$ cat config.mk
export PLATFORM = sky130hd
export DESIGN_NAME = cfgld_loader
export DESIGN_NICKNAME = d
export VERILOG_FILES = /design/src/rtl/cfgld_pkg.sv /design/src/rtl/cfgld_divider.sv /design/src/rtl/cfgld_phase_timer.sv /design/src/rtl/cfgld_byte_feed.sv /design/src/rtl/cfgld_loader.sv
export SDC_FILE = /design/constraint.sdc
export NUM_CORES = 1
export LEC_CHECK = 0
export BUFFER_PORTS_ARGS = -buffer_cell sky130_fd_sc_hd__buf_2
export CAP_MARGIN = 40
export CORE_MARGIN = 2
export CORE_UTILIZATION = 45
export DETAILED_ROUTE_END_ITERATION = 12
export PLACE_DENSITY = 0.66
export SYNTH_ARGS = -nofsm -noshare
export SYNTH_HDL_FRONTEND = slang
export SYNTH_SLANG_ARGS = --single-unit
$ cat constraint.sdc
create_clock -name clk -period 1.9 [get_ports clk]
set_clock_uncertainty 0.05 [all_clocks]
set_input_delay 0.38 -clock clk [delete_from_list [all_inputs] [get_ports clk]]
set_output_delay 0.38 -clock clk [all_outputs]
set_load 0.02 [all_outputs]
$ cat src/rtl/cfgld_pkg.sv
package cfgld_pkg;

    typedef enum logic [2:0] {
        ST_IDLE,
        ST_PROG,
        ST_WFALL,
        ST_WRISE,
        ST_SEND,
        ST_TRAIL,
        ST_POST,
        ST_FAIL
    } ld_state_t;

    typedef enum logic [1:0] {
        PH_NONE        = 2'd0,
        PH_CLEAR_START = 2'd1,
        PH_CLEAR_END   = 2'd2,
        PH_TRAIL       = 2'd3
    } fail_phase_t;

    typedef struct packed {
        logic        ok;
        logic        crc;
        logic        tmo;
        fail_phase_t phase;
    } ld_status_t;

    function automatic int unsigned width_for(int unsigned n);
        return (n < 1) ? 1 : $clog2(n + 1);
    endfunction

    function automatic int unsigned max3(int unsigned a, int unsigned b, int unsigned c);
        int unsigned m;
        m = (a > b) ? a : b;
        return (m > c) ? m : c;
    endfunction

    function automatic logic clocking_state(ld_state_t s);
        return (s == ST_SEND) || (s == ST_TRAIL) || (s == ST_POST);
    endfunction

    function automatic ld_status_t tmo_status(fail_phase_t p);
        ld_status_t s;
        s.ok    = 1'b0;
        s.crc   = 1'b0;
        s.tmo   = 1'b1;
        s.phase = p;
        return s;
    endfunction

    function automatic ld_status_t crc_status();
        ld_status_t s;
        s.ok    = 1'b0;
        s.crc   = 1'b1;
        s.tmo   = 1'b0;
        s.phase = PH_NONE;
        return s;
    endfunction

    function automatic ld_status_t ok_status();
        ld_status_t s;
        s.ok    = 1'b1;
        s.crc   = 1'b0;
        s.tmo   = 1'b0;
        s.phase = PH_NONE;
        return s;
    endfunction

endpackage

$ cat src/rtl/cfgld_divider.sv
module cfgld_divider #(
    parameter int unsigned HALF_DIV = 4
) (
    input  logic clk,
    input  logic rst,
    input  logic en,
    output logic tick
);
    generate
        if (HALF_DIV <= 1) begin : g_direct
            assign tick = en;
        end else begin : g_count
            localparam int unsigned CW = $clog2(HALF_DIV);
            logic [CW-1:0] cnt;

            always_ff @(posedge clk) begin
                if (rst || !en) begin
                    cnt <= '0;
                end else if (cnt == CW'(HALF_DIV - 1)) begin
                    cnt <= '0;
                end else begin
                    cnt <= cnt + 1'b1;
                end
            end

            assign tick = en && (cnt == CW'(HALF_DIV - 1));

            // half periods never collapse to one system clock
            assert_tick_spacing_R5: assert property (@(posedge clk) disable iff (rst)
                tick |=> !tick);
        end
    endgenerate
endmodule

$ cat src/rtl/cfgld_phase_timer.sv
module cfgld_phase_timer #(
    parameter int unsigned W = 8
) (
    input  logic         clk,
    input  logic         rst,
    input  logic         clear,
    output logic [W-1:0] cnt
);
    always_ff @(posedge clk) begin
        if (rst || clear) begin
            cnt <= '0;
        end else if (cnt != '1) begin
            cnt <= cnt + 1'b1;
        end
    end
endmodule

$ cat src/rtl/cfgld_byte_feed.sv
module cfgld_byte_feed #(
    parameter int unsigned NUM_BYTES = 16
) (
    input  logic       clk,
    input  logic       rst,
    input  logic       restart,
    input  logic       active,
    input  logic       line_low,
    input  logic       drop,
    input  logic       src_valid,
    input  logic [7:0] src_data,
    output logic       src_ready,
    output logic       held,
    output logic [7:0] data
);
    localparam int unsigned CW = cfgld_pkg::width_for(NUM_BYTES);

    logic [CW-1:0] taken;

    assign src_ready = active && line_low && !held && (taken < CW'(NUM_BYTES));

    always_ff @(posedge clk) begin
        if (rst) begin
            taken <= '0;
            held  <= 1'b0;
            data  <= '0;
        end else if (restart) begin
            taken <= '0;
            held  <= 1'b0;
        end else begin
            if (drop) begin
                held <= 1'b0;
            end
            if (src_ready && src_valid) begin
                data  <= src_data;
                held  <= 1'b1;
                taken <= taken + 1'b1;
            end
        end
    end

    // a held byte stays on the bus until its clock pulse has finished
    assert_hold_data_R6: assert property (@(posedge clk) disable iff (rst)
        (held && !drop && !restart) |=> (held && $stable(data)));

    // never more bytes taken than the image length
    assert_take_limit_R4: assert property (@(posedge clk) disable iff (rst)
        taken <= CW'(NUM_BYTES));
endmodule

$ cat src/rtl/cfgld_loader.sv
module cfgld_loader #(
    parameter int unsigned NUM_BYTES    = 4096,
    parameter int unsigned HALF_DIV     = 4,
    parameter int unsigned PROG_LOW_CYC = 16,
    parameter int unsigned INIT_FALL_TO = 1000,
    parameter int unsigned INIT_RISE_TO = 50000,
    parameter int unsigned TRAIL_TO     = 20000,
    parameter int unsigned POST_CLKS    = 8
) (
    input  logic       clk,
    input  logic       rst,
    input  logic       start,
    input  logic       src_valid,
    input  logic [7:0] src_data,
    output logic       src_ready,
    input  logic       tgt_clr_n,
    input  logic       tgt_cfg_ok,
    output logic       tgt_reset_n,
    output logic       tgt_clk,
    output logic [7:0] tgt_data,
    output logic       busy,
    output logic       load_ok,
    output logic       crc_err,
    output logic       timeout,
    output logic [1:0] fail_phase
);
    import cfgld_pkg::*;

    localparam int unsigned TMR_MAX = max3(max3(PROG_LOW_CYC, INIT_FALL_TO, INIT_RISE_TO), TRAIL_TO, 2);
    localparam int unsigned TMR_W   = width_for(TMR_MAX);
    localparam int unsigned CNT_W   = width_for(NUM_BYTES);
    localparam int unsigned PST_W   = width_for(POST_CLKS);

    ld_state_t  state, state_d;
    ld_status_t stat, stat_d;

    logic [TMR_W-1:0] tmr_cnt;
    logic [CNT_W-1:0] sent;
    logic [PST_W-1:0] post_cnt;
    logic             tick;
    logic             held;
    logic             fall_now;

    cfgld_divider #(.HALF_DIV(HALF_DIV)) u_div (
        .clk  (clk),
        .rst  (rst),
        .en   (clocking_state(state)),
        .tick (tick)
    );

    cfgld_phase_timer #(.W(TMR_W)) u_tmr (
        .clk   (clk),
        .rst   (rst),
        .clear (state_d != state),
        .cnt   (tmr_cnt)
    );

    assign fall_now = (state == ST_SEND) && tick && tgt_clk;

    cfgld_byte_feed #(.NUM_BYTES(NUM_BYTES)) u_feed (
        .clk       (clk),
        .rst       (rst),
        .restart   (state == ST_PROG),
        .active    (state == ST_SEND),
        .line_low  (!tgt_clk),
        .drop      (fall_now),
        .src_valid (src_valid),
        .src_data  (src_data),
        .src_ready (src_ready),
        .held      (held),
        .data      (tgt_data)
    );

    always_comb begin
        state_d = state;
        stat_d  = stat;
        case (state)
            ST_IDLE, ST_FAIL: begin
                if (start) begin
                    state_d = ST_PROG;
                    stat_d  = '0;
                end
            end
            ST_PROG: begin
                if (tmr_cnt == TMR_W'(PROG_LOW_CYC - 1)) state_d = ST_WFALL;
            end
            ST_WFALL: begin
                if (!tgt_clr_n) begin
                    state_d = ST_WRISE;
                end else if (tmr_cnt == TMR_W'(INIT_FALL_TO - 1)) begin
                    state_d = ST_FAIL;
                    stat_d  = tmo_status(PH_CLEAR_START);
                end
            end
            ST_WRISE: begin
                if (tgt_clr_n) begin
                    state_d = ST_SEND;
                end else if (tmr_cnt == TMR_W'(INIT_RISE_TO - 1)) begin
                    state_d = ST_FAIL;
                    stat_d  = tmo_status(PH_CLEAR_END);
                end
            end
            ST_SEND: begin
                if (!tgt_clr_n) begin
                    state_d = ST_FAIL;
                    stat_d  = crc_status();
                end else if (sent == CNT_W'(NUM_BYTES) && !tgt_clk) begin
                    state_d = ST_TRAIL;
                end
            end
            ST_TRAIL: begin
                if (!tgt_clr_n) begin
                    state_d = ST_FAIL;
                    stat_d  = crc_status();
                end else if (tgt_cfg_ok) begin
                    state_d = ST_POST;
                end else if (tmr_cnt == TMR_W'(TRAIL_TO - 1)) begin
                    state_d = ST_FAIL;
                    stat_d  = tmo_status(PH_TRAIL);
                end
            end
            ST_POST: begin
                if (!tgt_clr_n) begin
                    state_d = ST_FAIL;
                    stat_d  = crc_status();
                end else if (post_cnt == PST_W'(POST_CLKS) && !tgt_clk) begin
                    state_d = ST_IDLE;
                    stat_d  = ok_status();
                end
            end
            default: state_d = ST_IDLE;
        endcase
    end

    always_ff @(posedge clk) begin
        if (rst) begin
            state    <= ST_IDLE;
            stat     <= '0;
            tgt_clk  <= 1'b0;
            sent     <= '0;
            post_cnt <= '0;
        end else begin
            state <= state_d;
            stat  <= stat_d;
            if (state == ST_PROG) sent <= '0;
            if (state != ST_POST) post_cnt <= '0;
            case (state)
                ST_SEND: begin
                    if (tick) begin
                        if (tgt_clk) begin
                            tgt_clk <= 1'b0;
                        end else if (held) begin
                            tgt_clk <= 1'b1;
                            sent    <= sent + 1'b1;
                        end
                    end
                end
                ST_TRAIL: begin
                    if (tick) tgt_clk <= !tgt_clk;
                end
                ST_POST: begin
                    if (tick) begin
                        if (tgt_clk) begin
                            tgt_clk <= 1'b0;
                        end else if (post_cnt < PST_W'(POST_CLKS)) begin
                            tgt_clk  <= 1'b1;
                            post_cnt <= post_cnt + 1'b1;
                        end
                    end
                end
                default: tgt_clk <= 1'b0;
            endcase
        end
    end

    assign tgt_reset_n = (state != ST_PROG);
    assign busy        = (state != ST_IDLE) && (state != ST_FAIL);
    assign load_ok     = stat.ok;
    assign crc_err     = stat.crc;
    assign timeout     = stat.tmo;
    assign fail_phase  = stat.phase;

    // the byte bus is frozen whenever the configuration clock is high
    assert_data_stable_high_R4: assert property (@(posedge clk) disable iff (rst)
        tgt_clk |-> $stable(tgt_data));

    // no clocking and no byte request while the target is being told to clear
    assert_quiet_in_prog_R3: assert property (@(posedge clk) disable iff (rst)
        !tgt_reset_n |-> (!tgt_clk && !src_ready));

    // at most one outcome flag at a time
    assert_single_outcome_R8: assert property (@(posedge clk) disable iff (rst)
        $countones({load_ok, crc_err, timeout}) <= 1);

    // a phase code only accompanies a timeout
    assert_phase_with_timeout_R9: assert property (@(posedge clk) disable iff (rst)
        (fail_phase != 2'd0) |-> timeout);

    // success is only reported once the block is idle
    assert_ok_when_idle_R7: assert property (@(posedge clk) disable iff (rst)
        load_ok |-> !busy);

    // the clear request is released only after its minimum width
    assert_prog_release_R2: assert property (@(posedge clk) disable iff (rst)
        $rose(tgt_reset_n) |-> (state == ST_WFALL));
endmodule

==> metrics.log, run 1 <==
[metrics] failing checks: setup timing
[metrics] initial core utilization: 0.469
[metrics] data arrival time at the worst-slack endpoint: 2.14 ns
[metrics] total routing resource utilization after global routing: 0.216
[metrics] detailed placer's ending HPWL: 6.18 mm
[metrics] Routed wire per std cell: 14.0 microns
[metrics] Worst Slack Setup Final: -0.0554 ns
[metrics] Detailed Route Iter0 Violations: 148
[metrics] number of hold buffers added after cts: 0
[metrics] number of I/O pins: 31
[metrics] Total Power Consumption: 2780 uW
[metrics] overall via count from detail_route: 3,416
[metrics] time the worst path needs with I/O delays and setup: 1.96 ns
[metrics] switching power as a share of total power: 0.250
[metrics] clock slew at the register clock pins of the worst setup and hold paths: 0.07 ns
[metrics] number of synthesized register bits: 66
[metrics] net count of the mapped netlist: 449
[metrics] Slew Viols, Final: 0
[metrics] cells after synthesis: 428
[metrics] first-pass GRT wire length: 14.8 mm
[metrics] peak supply drop: 408 uV
[metrics] async set-or-reset flop fraction in the synthesized netlist: 0
[metrics] cell taking the most area after synthesis: sky130_fd_sc_hd__dfxtp_1
[metrics] sinks on the clock net: 66
[metrics] post-synthesis sequential area ratio: 0.386
[metrics] number of library cell types mapped by synthesis: 54
[metrics] total overflow reported by the global router: 0
[metrics] Worst path depth: 9
[metrics] EDFF count, synth: 0
[metrics] Final Instance Count excl. Fillers: 617
[metrics] aggregate routed wire length: 8.66 mm
[metrics] Cell Int Power: 2090 uW
[metrics] Critical Setup Path Class: reg -> reg
[metrics] Post-synth top flop: sky130_fd_sc_hd__dfxtp_1
[metrics] input/output buffers: 30
[metrics] core outline area: 7290 sq um
[metrics] Critical Path Fanout Max: 16
[metrics] clock network fraction of design power: 0.414
[metrics] synth warn: 0
[metrics] Static Leakage: 0.00174 uW
[metrics] Post-synth top cells: sky130_fd_sc_hd__dfxtp_1 (66), sky130_fd_sc_hd__nand2_1 (58), sky130_fd_sc_hd__nor2_1 (51), sky130_fd_sc_hd__a21oi_1 (33), sky130_fd_sc_hd__nand3_1 (24)
[metrics] Longest Clk Path Bufs: 2
[metrics] main area contributors after synthesis: sky130_fd_sc_hd__dfxtp_1 (39%), sky130_fd_sc_hd__nand2_1 (6.4%), sky130_fd_sc_hd__nor2_1 (5.6%), sky130_fd_sc_hd__a21oi_1 (4.8%), sky130_fd_sc_hd__xor2_1 (4.1%)
[metrics] largest net degree at the start of global routing: 20
[metrics] residual DRC count: 0
[metrics] Worst EP required: 2.09 ns
[metrics] area enclosed by the die boundary: 8320 sq um
[metrics] transition time at the pin with the least slew margin: 0.425 ns
[metrics] Chip Width: 91.2 microns
[metrics] part of the cycle the worst path needs: 1.03
[metrics] critical path's largest stage delay: 0.34 ns
[metrics] element type at the critical path end: flip-flop
[metrics] status: finished with violations
[metrics] max-slew headroom at the worst pin: 0.714
[metrics] Post-Synthesis Cell Area: 3420 sq um
[metrics] crit start category: flip-flop
[metrics] cell type group with the largest total delay on the critical path: compound AO/OA/AOI/OAI gates
[metrics] Placed Cells incl. Taps: 598
[metrics] register cell area after layout: 1340 sq um
[metrics] Filler Cell Count: 652
[metrics] proportion of power drawn by flip-flops and latches: 0.504
[metrics] global placer's final weighted congestion: 0.909
[metrics] final setup violation count: 5
[metrics] net count of the finished layout: 534
[metrics] area growth from synthesis to final layout: 32.7%
[metrics] root cell of the clock tree: sky130_fd_sc_hd__clkbuf_8
[metrics] vias in the first global route: 3,246
[metrics] fraction of layout instances using a drive strength above 1: 0.326
[metrics] detailed-router iteration count before antenna repair: 4
[metrics] number of cells on the worst reg-to-reg path: 9
[metrics] most repeated cell in the gate-level netlist after synthesis: sky130_fd_sc_hd__dfxtp_1
[metrics] number of antenna violations at the first check in global routing: 0
[metrics] timing-limited maximum frequency: 511 MHz
[metrics] Synth Area per Inst: 8.00 sq um
[metrics] proportion of power drawn by combinational gates: 0.082
[metrics] Worst Hold Depth: 3
[metrics] # rows: 31
[metrics] Final TNS setup: -0.161 ns
[metrics] CTS buffer count: 9
[metrics] DIE HEIGHT: 91.2 microns
[metrics] Via-to-Cell Ratio: 5.54
[metrics] Worst Setup Slack post-DPL: -0.0645 ns
[metrics] Critical-path top delay cell: sky130_fd_sc_hd__dfxtp_2
[metrics] htree depth: 3
[metrics] worst skew pair latency: 0.34 ns
[metrics] endpoints failing hold: 0
[metrics] classification of the worst-slack hold path: in -> reg
[metrics] sw power: 696 uW
[metrics] area taken by multi-input logic gates: 2170 sq um
[metrics] power per cell area: 612 nW/um^2
[metrics] worst-case register-to-register setup slack: -0.06 ns
[metrics] CTS tree: built
[metrics] antenna diode count: 0
[metrics] ordered list of cells on the worst path: ha_4 > and3_4 > nand3_2 > buf_4 > o21ai_0 > a21oi_1 > nand4_1 > buf_12 > a311oi_2
[metrics] count of nets left with antenna violations after detail routing: 0
[metrics] number of buffers and inverters on the critical path: 2
[metrics] setup repair after global routing missed its margin: true
[metrics] proportion of netlist area held by the largest area contributor: 0.386
[metrics] number of maximum-capacitance violations: 0
==> path summary, 6_finish.rpt <==
| check | endpoint | start |
|---|---|---|
| worst max register to register | u_tmr.cnt[4] | u_tmr.cnt[1] |
| worst max-delay path | u_tmr.cnt[4] | u_tmr.cnt[1] |
| worst min-delay path | u_feed.data[4] | src_data[4] |
| worst min register to register | u_div.g_count.cnt[0] | u_div.g_count.cnt[0] |
==> per-stage QoR <==
step	hold slack [ns]	utilization	cell area, sq um
3_5_place_dp	0.374	0.565	4120
2_1_floorplan	0.357	-	3460
4_1_cts	0.203	0.604	4410
3_3_place_gp	0.366	0.565	4120
6_report	0.223	0.623	4540
5_1_grt	0.206	0.623	4540
==> cells in the final DEF, fill, tap and decap left out, types with 4 or more instances in the layout <==
master,instances
sky130_fd_sc_hd__buf_4,57
sky130_fd_sc_hd__nand2_1,56
sky130_fd_sc_hd__dfxtp_1,52
sky130_fd_sc_hd__nor2_1,48
sky130_fd_sc_hd__a21oi_1,30
sky130_fd_sc_hd__buf_2,29
sky130_fd_sc_hd__nand3_1,21
sky130_fd_sc_hd__xor2_1,16
sky130_fd_sc_hd__nor3_1,13
sky130_fd_sc_hd__o21ai_0,12
sky130_fd_sc_hd__nand4_1,12
sky130_fd_sc_hd__dfxtp_2,12
sky130_fd_sc_hd__clkbuf_8,9
sky130_fd_sc_hd__inv_1,8
sky130_fd_sc_hd__and3_1,7
sky130_fd_sc_hd__ha_1,6
sky130_fd_sc_hd__buf_6,6
sky130_fd_sc_hd__and4_1,5
sky130_fd_sc_hd__xnor2_1,5
sky130_fd_sc_hd__mux2_2,5
sky130_fd_sc_hd__o21ai_1,4
sky130_fd_sc_hd__nand3_2,4
sky130_fd_sc_hd__nor4_1,4
sky130_fd_sc_hd__or3_1,4
sky130_fd_sc_hd__a311oi_1,4
==> flip-flops by register name, indices dropped and copies added (netlist names), 2 cells and up <==
register           count
post_cnt               4
u_feed.taken          13
state                  3
u_div.g_count.cnt      2
u_tmr.cnt             16
u_feed.data            8
fail_phase             2
sent                  13
==> final cells by class <==
cell class / instances / share of cell area
Timing Repair Buffer: 94 / 0.150
Inverter: 9 / 0.00744
Clock inverter: 5 / 0.0121
Clock buffer: 11 / 0.0289
Sequential cell: 66 / 0.296
Multi-Input combinational cell: 333 / 0.479
Tap cell: 99 / 0.0273
==> cell families (layout without fill, tap and decap cells) <==
| group | after synthesis | in the layout | share of synthesized area |
|---|---|---|---|
| AND/OR/NAND/NOR | 216 | 216 | 0.328 |
| multiplexers | 8 | 8 | 0.0252 |
| AO/OA/AOI/OAI | 81 | 81 | 0.146 |
| flip-flops | 66 | 66 | 0.386 |
| XOR/XNOR | 21 | 21 | 0.0537 |
| buffers and inverters | 29 | 119 | 0.0351 |
| adder cells (fa/ha/maj) | 7 | 7 | 0.0256 |
==> worst min-delay path: stages <==
cell                      delay [ns]
sky130_fd_sc_hd__buf_2          0.09
sky130_fd_sc_hd__nand2_1        0.05
sky130_fd_sc_hd__a21oi_1        0.05
==> routing by layer <==
metal | vias up | track usage | part of all wire
met5 | - | 0 | 0
met2 | 76 | 0.345 | 0.48
met1 | 1610 | 0.282 | 0.47
li1 | 1717 | - | -
met4 | 0 | 0.0758 | 0.014
met3 | 13 | 0.0564 | 0.039
==> repair_timing <==
| action | in CTS | in global routing |
|---|---|---|
| endpoints found under the setup margin | 25 | 36 |
| resized for setup | 28 | 27 |
| buffers inserted | 1 | 2 |
| pin swaps | 15 | 2 |
==> power by group through the flow <==
stage          clock, uW  combinational, uW  sequential [uW]
2_1_floorplan          0                117             1440
3_3_place_gp           0                212             1430
3_5_place_dp           0                213             1440
4_1_cts             1180                217             1400
5_1_grt             1240                251             1400
6_report            1150                229             1400
Note: power is estimated with default switching activity, not from simulation.
==> run 2, diff against run 1 <==
--- a/config.mk
+++ b/config.mk
@@ -9,8 +9,10 @@
 export CAP_MARGIN = 40
 export CORE_MARGIN = 2
 export CORE_UTILIZATION = 45
+export CTS_CLUSTER_DIAMETER = 100
 export DETAILED_ROUTE_END_ITERATION = 12
-export PLACE_DENSITY = 0.66
+export MAX_ROUTING_LAYER = met4
+export PLACE_DENSITY = 0.69
 export SYNTH_ARGS = -nofsm -noshare
 export SYNTH_HDL_FRONTEND = slang
 export SYNTH_SLANG_ARGS = --single-unit
==> run 2 against run 1 <==
- the flow still finishes with violations (setup timing)
- first-iteration DRC count increased by 44%
- worst setup slack got worse by 0.052 ns
- clock power increased by 30%
- combinational power increased by 18%
- maximum frequency decreased by 2.6%
- register-to-register slack got worse by 0.05 ns
- critical path type unchanged
- largest cell class unchanged
==> metrics.log, run 2 (same netlist as run 1, synthesis figures left out) <==
[metrics] Chip Width: 91.2 microns (unchanged)
[metrics] Via-to-Cell Ratio: 5.70 (+3.0%)
[metrics] peak supply drop: 449 uV (+10%)
[metrics] Placed Cells incl. Taps: 600 (+0.33%)
[metrics] total overflow reported by the global router: 0 (unchanged)
[metrics] classification of the worst-slack hold path: in -> reg
[metrics] area growth from synthesis to final layout: 41.1%
[metrics] htree depth: 3 (unchanged)
[metrics] endpoints failing hold: 0 (unchanged)
[metrics] total routing resource utilization after global routing: 0.237 (+0.0212)
[metrics] largest registers: u_tmr.cnt (16), sent (13), u_feed.taken (13)
[metrics] fraction of layout instances using a drive strength above 1: 0.386 (+0.0598)
[metrics] # rows: 31 (unchanged)
[metrics] max-slew headroom at the worst pin: 0.751 (+0.0365)
[metrics] sinks on the clock net: 66 (unchanged)
[metrics] number of antenna violations at the first check in global routing: 0 (unchanged)
[metrics] number of I/O pins: 31 (unchanged)
[metrics] Final Instance Count excl. Fillers: 630 (+2.1%)
[metrics] crit start category: flip-flop
[metrics] input/output buffers: 30 (unchanged)
[metrics] final setup violation count: 13 (+8)
[metrics] element type at the critical path end: flip-flop
[metrics] overall via count from detail_route: 3,592 (+5.2%)
[metrics] antenna diode count: 0 (unchanged)
[metrics] Final TNS setup: -0.507 ns (-0.346 ns)
[metrics] CTS tree: built
[metrics] post-route cell area: 4830 sq um (+6.3%)
[metrics] flip-flop count of the largest register after layout: 16 (unchanged)
[metrics] ordered list of cells on the worst path: ha_4 > and3_4 > nand3_2 > o31ai_4 > nand3_2 > or4_4 > a21oi_2
[metrics] cell type group with the largest total delay on the critical path: simple AND/OR/NAND/NOR gates
[metrics] part of the cycle the worst path needs: 1.06 (+0.0276)
[metrics] first-pass GRT wire length: 15.6 mm (+5.5%)
[metrics] area after detailed placement: 4130 sq um (+0.36%)
[metrics] CTS buffer count: 9 (unchanged)
[metrics] top library cells by usage in the layout, fill and taps aside: sky130_fd_sc_hd__buf_4 (70), sky130_fd_sc_hd__nand2_1 (56), sky130_fd_sc_hd__dfxtp_1 (46)
[metrics] aggregate routed wire length: 9.91 mm (+15%)
[metrics] Critical Path Fanout Max: 3 (-13)
[metrics] detailed-router iteration count before antenna repair: 6 (+2)
[metrics] most flop-heavy register: u_tmr.cnt
[metrics] failing checks: setup timing
[metrics] net count of the finished layout: 547 (+2.4%)
[metrics] timing-limited maximum frequency: 498 MHz (-2.6%)
[metrics] Longest Clk Path Bufs: 2 (unchanged)
[metrics] Worst EP required: 2.13 ns (+0.04 ns)
[metrics] clock slew at the register clock pins of the worst setup and hold paths: 0.09 ns (+0.02 ns)
[metrics] worst skew pair latency: 0.35 ns (about the same)
[metrics] Static Leakage: 0.00187 uW (+7.4%)
[metrics] critical path's largest stage delay: 0.49 ns (+0.15 ns)
[metrics] vias in the first global route: 3,454 (+6.4%)
[metrics] number of maximum-capacitance violations: 0 (unchanged)
[metrics] DIE HEIGHT: 91.2 microns (unchanged)
[metrics] Routed wire per std cell: 15.7 microns (+12%)
[metrics] Slew Viols, Final: 0 (unchanged)
[metrics] Critical Setup Path Class: reg -> reg
[metrics] number of buffers and inverters on the critical path: 0 (-2)
[metrics] Filler Cell Count: 596 (-8.6%)
[metrics] status: finished with violations
[metrics] transition time at the pin with the least slew margin: 0.372 ns (-0.0534 ns)
[metrics] largest net degree at the start of global routing: 28 (+40%)
[metrics] data arrival time at the worst-slack endpoint: 2.24 ns (+0.10 ns)
[metrics] Critical-path top delay cell: sky130_fd_sc_hd__or4_4
[metrics] number of hold buffers added after cts: 0 (unchanged)
[metrics] Worst Slack Setup Final: -0.108 ns (-0.0525 ns)
[metrics] power per cell area: 657 nW/um^2 (+7.3%)
[metrics] time the worst path needs with I/O delays and setup: 2.01 ns (+0.0525 ns)
[metrics] cell seen most often among critical-path stages: sky130_fd_sc_hd__nand3_2
[metrics] core outline area: 7290 sq um (unchanged)
[metrics] global placer's final weighted congestion: 0.879 (-3.3%)
[metrics] root cell of the clock tree: sky130_fd_sc_hd__clkbuf_8
[metrics] initial core utilization: 0.469 (unchanged)
[metrics] residual DRC count: 0 (unchanged)
[metrics] setup repair after global routing missed its margin: true
[metrics] Worst Setup Slack post-DPL: -0.233 ns (-0.169 ns)
[metrics] most common cell after layout, fill and taps aside: sky130_fd_sc_hd__buf_4
[metrics] detailed placer's ending HPWL: 6.16 mm (-0.35%)
[metrics] count of nets left with antenna violations after detail routing: 0 (unchanged)
[metrics] area enclosed by the die boundary: 8320 sq um (unchanged)
[metrics] Detailed Route Iter0 Violations: 213 (+44%)
==> run 2: power by group <==
group | switching (uW) | total (uW) | internal [uW]
clock | 621 | 1500 | 883
sequential | 10.1 | 1400 | 1390
combinational | 162 | 271 | 109
total | 793 | 3170 | 2380
==> run 2: cell type report <==
class                           instances  area [sq um]  area share
Clock inverter                          7           125      0.0259
Multi-Input combinational cell        333          2280       0.472
Tap cell                               99           124      0.0257
Clock buffer                            9           124      0.0257
Sequential cell                        66          1360       0.281
Timing Repair Buffer                  107           779       0.161
Inverter                                9          37.5     0.00778
==> run 2: per-layer routing <==
layer / vias up / global-route usage / part of all wire
met5: - / - / 0
met4: 0 / 0.0985 / 0.027
met3: 31 / 0.0539 / 0.060
met2: 138 / 0.383 / 0.48
met1: 1686 / 0.285 / 0.44
li1: 1737 / - / -
==> run 2: stage by stage <==
| step | util | hold WS (ns) | power (uW) |
|---|---|---|---|
| 2_1_floorplan | - | 0.357 | 1560 |
| 3_3_place_gp | 0.567 | 0.366 | 1650 |
| 3_5_place_dp | 0.567 | 0.386 | 1650 |
| 4_1_cts | 0.622 | 0.196 | 3160 |
| 5_1_grt | 0.662 | 0.197 | 3270 |
| 6_report | 0.662 | 0.207 | 3170 |
==> run 2: what timing repair did <==
action / in CTS / in global routing
endpoints found under the hold margin: 0 / 0
setup endpoints to repair: 26 / 38
resized for setup: 33 / 60
setup buffers: 5 / 9
pin swaps: 9 / 8
==> run 2: worst paths after layout <==
path	startpoint	endpoint	slack (ns)	cells after the start
hold reg to reg	u_feed.data[4]	u_feed.data[4]	0.40	2
setup reg to reg	u_tmr.cnt[1]	crc_err	-0.11	7
hold / removal	src_data[0]	u_feed.data[0]	0.21	3
setup / recovery	u_tmr.cnt[1]	crc_err	-0.11	7
==> run 2: worst reg2reg max path, stage by stage (launching register included) <==
cell                      delay, ns
sky130_fd_sc_hd__dfxtp_2       0.36
sky130_fd_sc_hd__ha_4          0.13
sky130_fd_sc_hd__and3_4        0.20
sky130_fd_sc_hd__nand3_2       0.16
sky130_fd_sc_hd__o31ai_4       0.29
sky130_fd_sc_hd__nand3_2       0.14
sky130_fd_sc_hd__or4_4         0.49
sky130_fd_sc_hd__a21oi_2       0.12
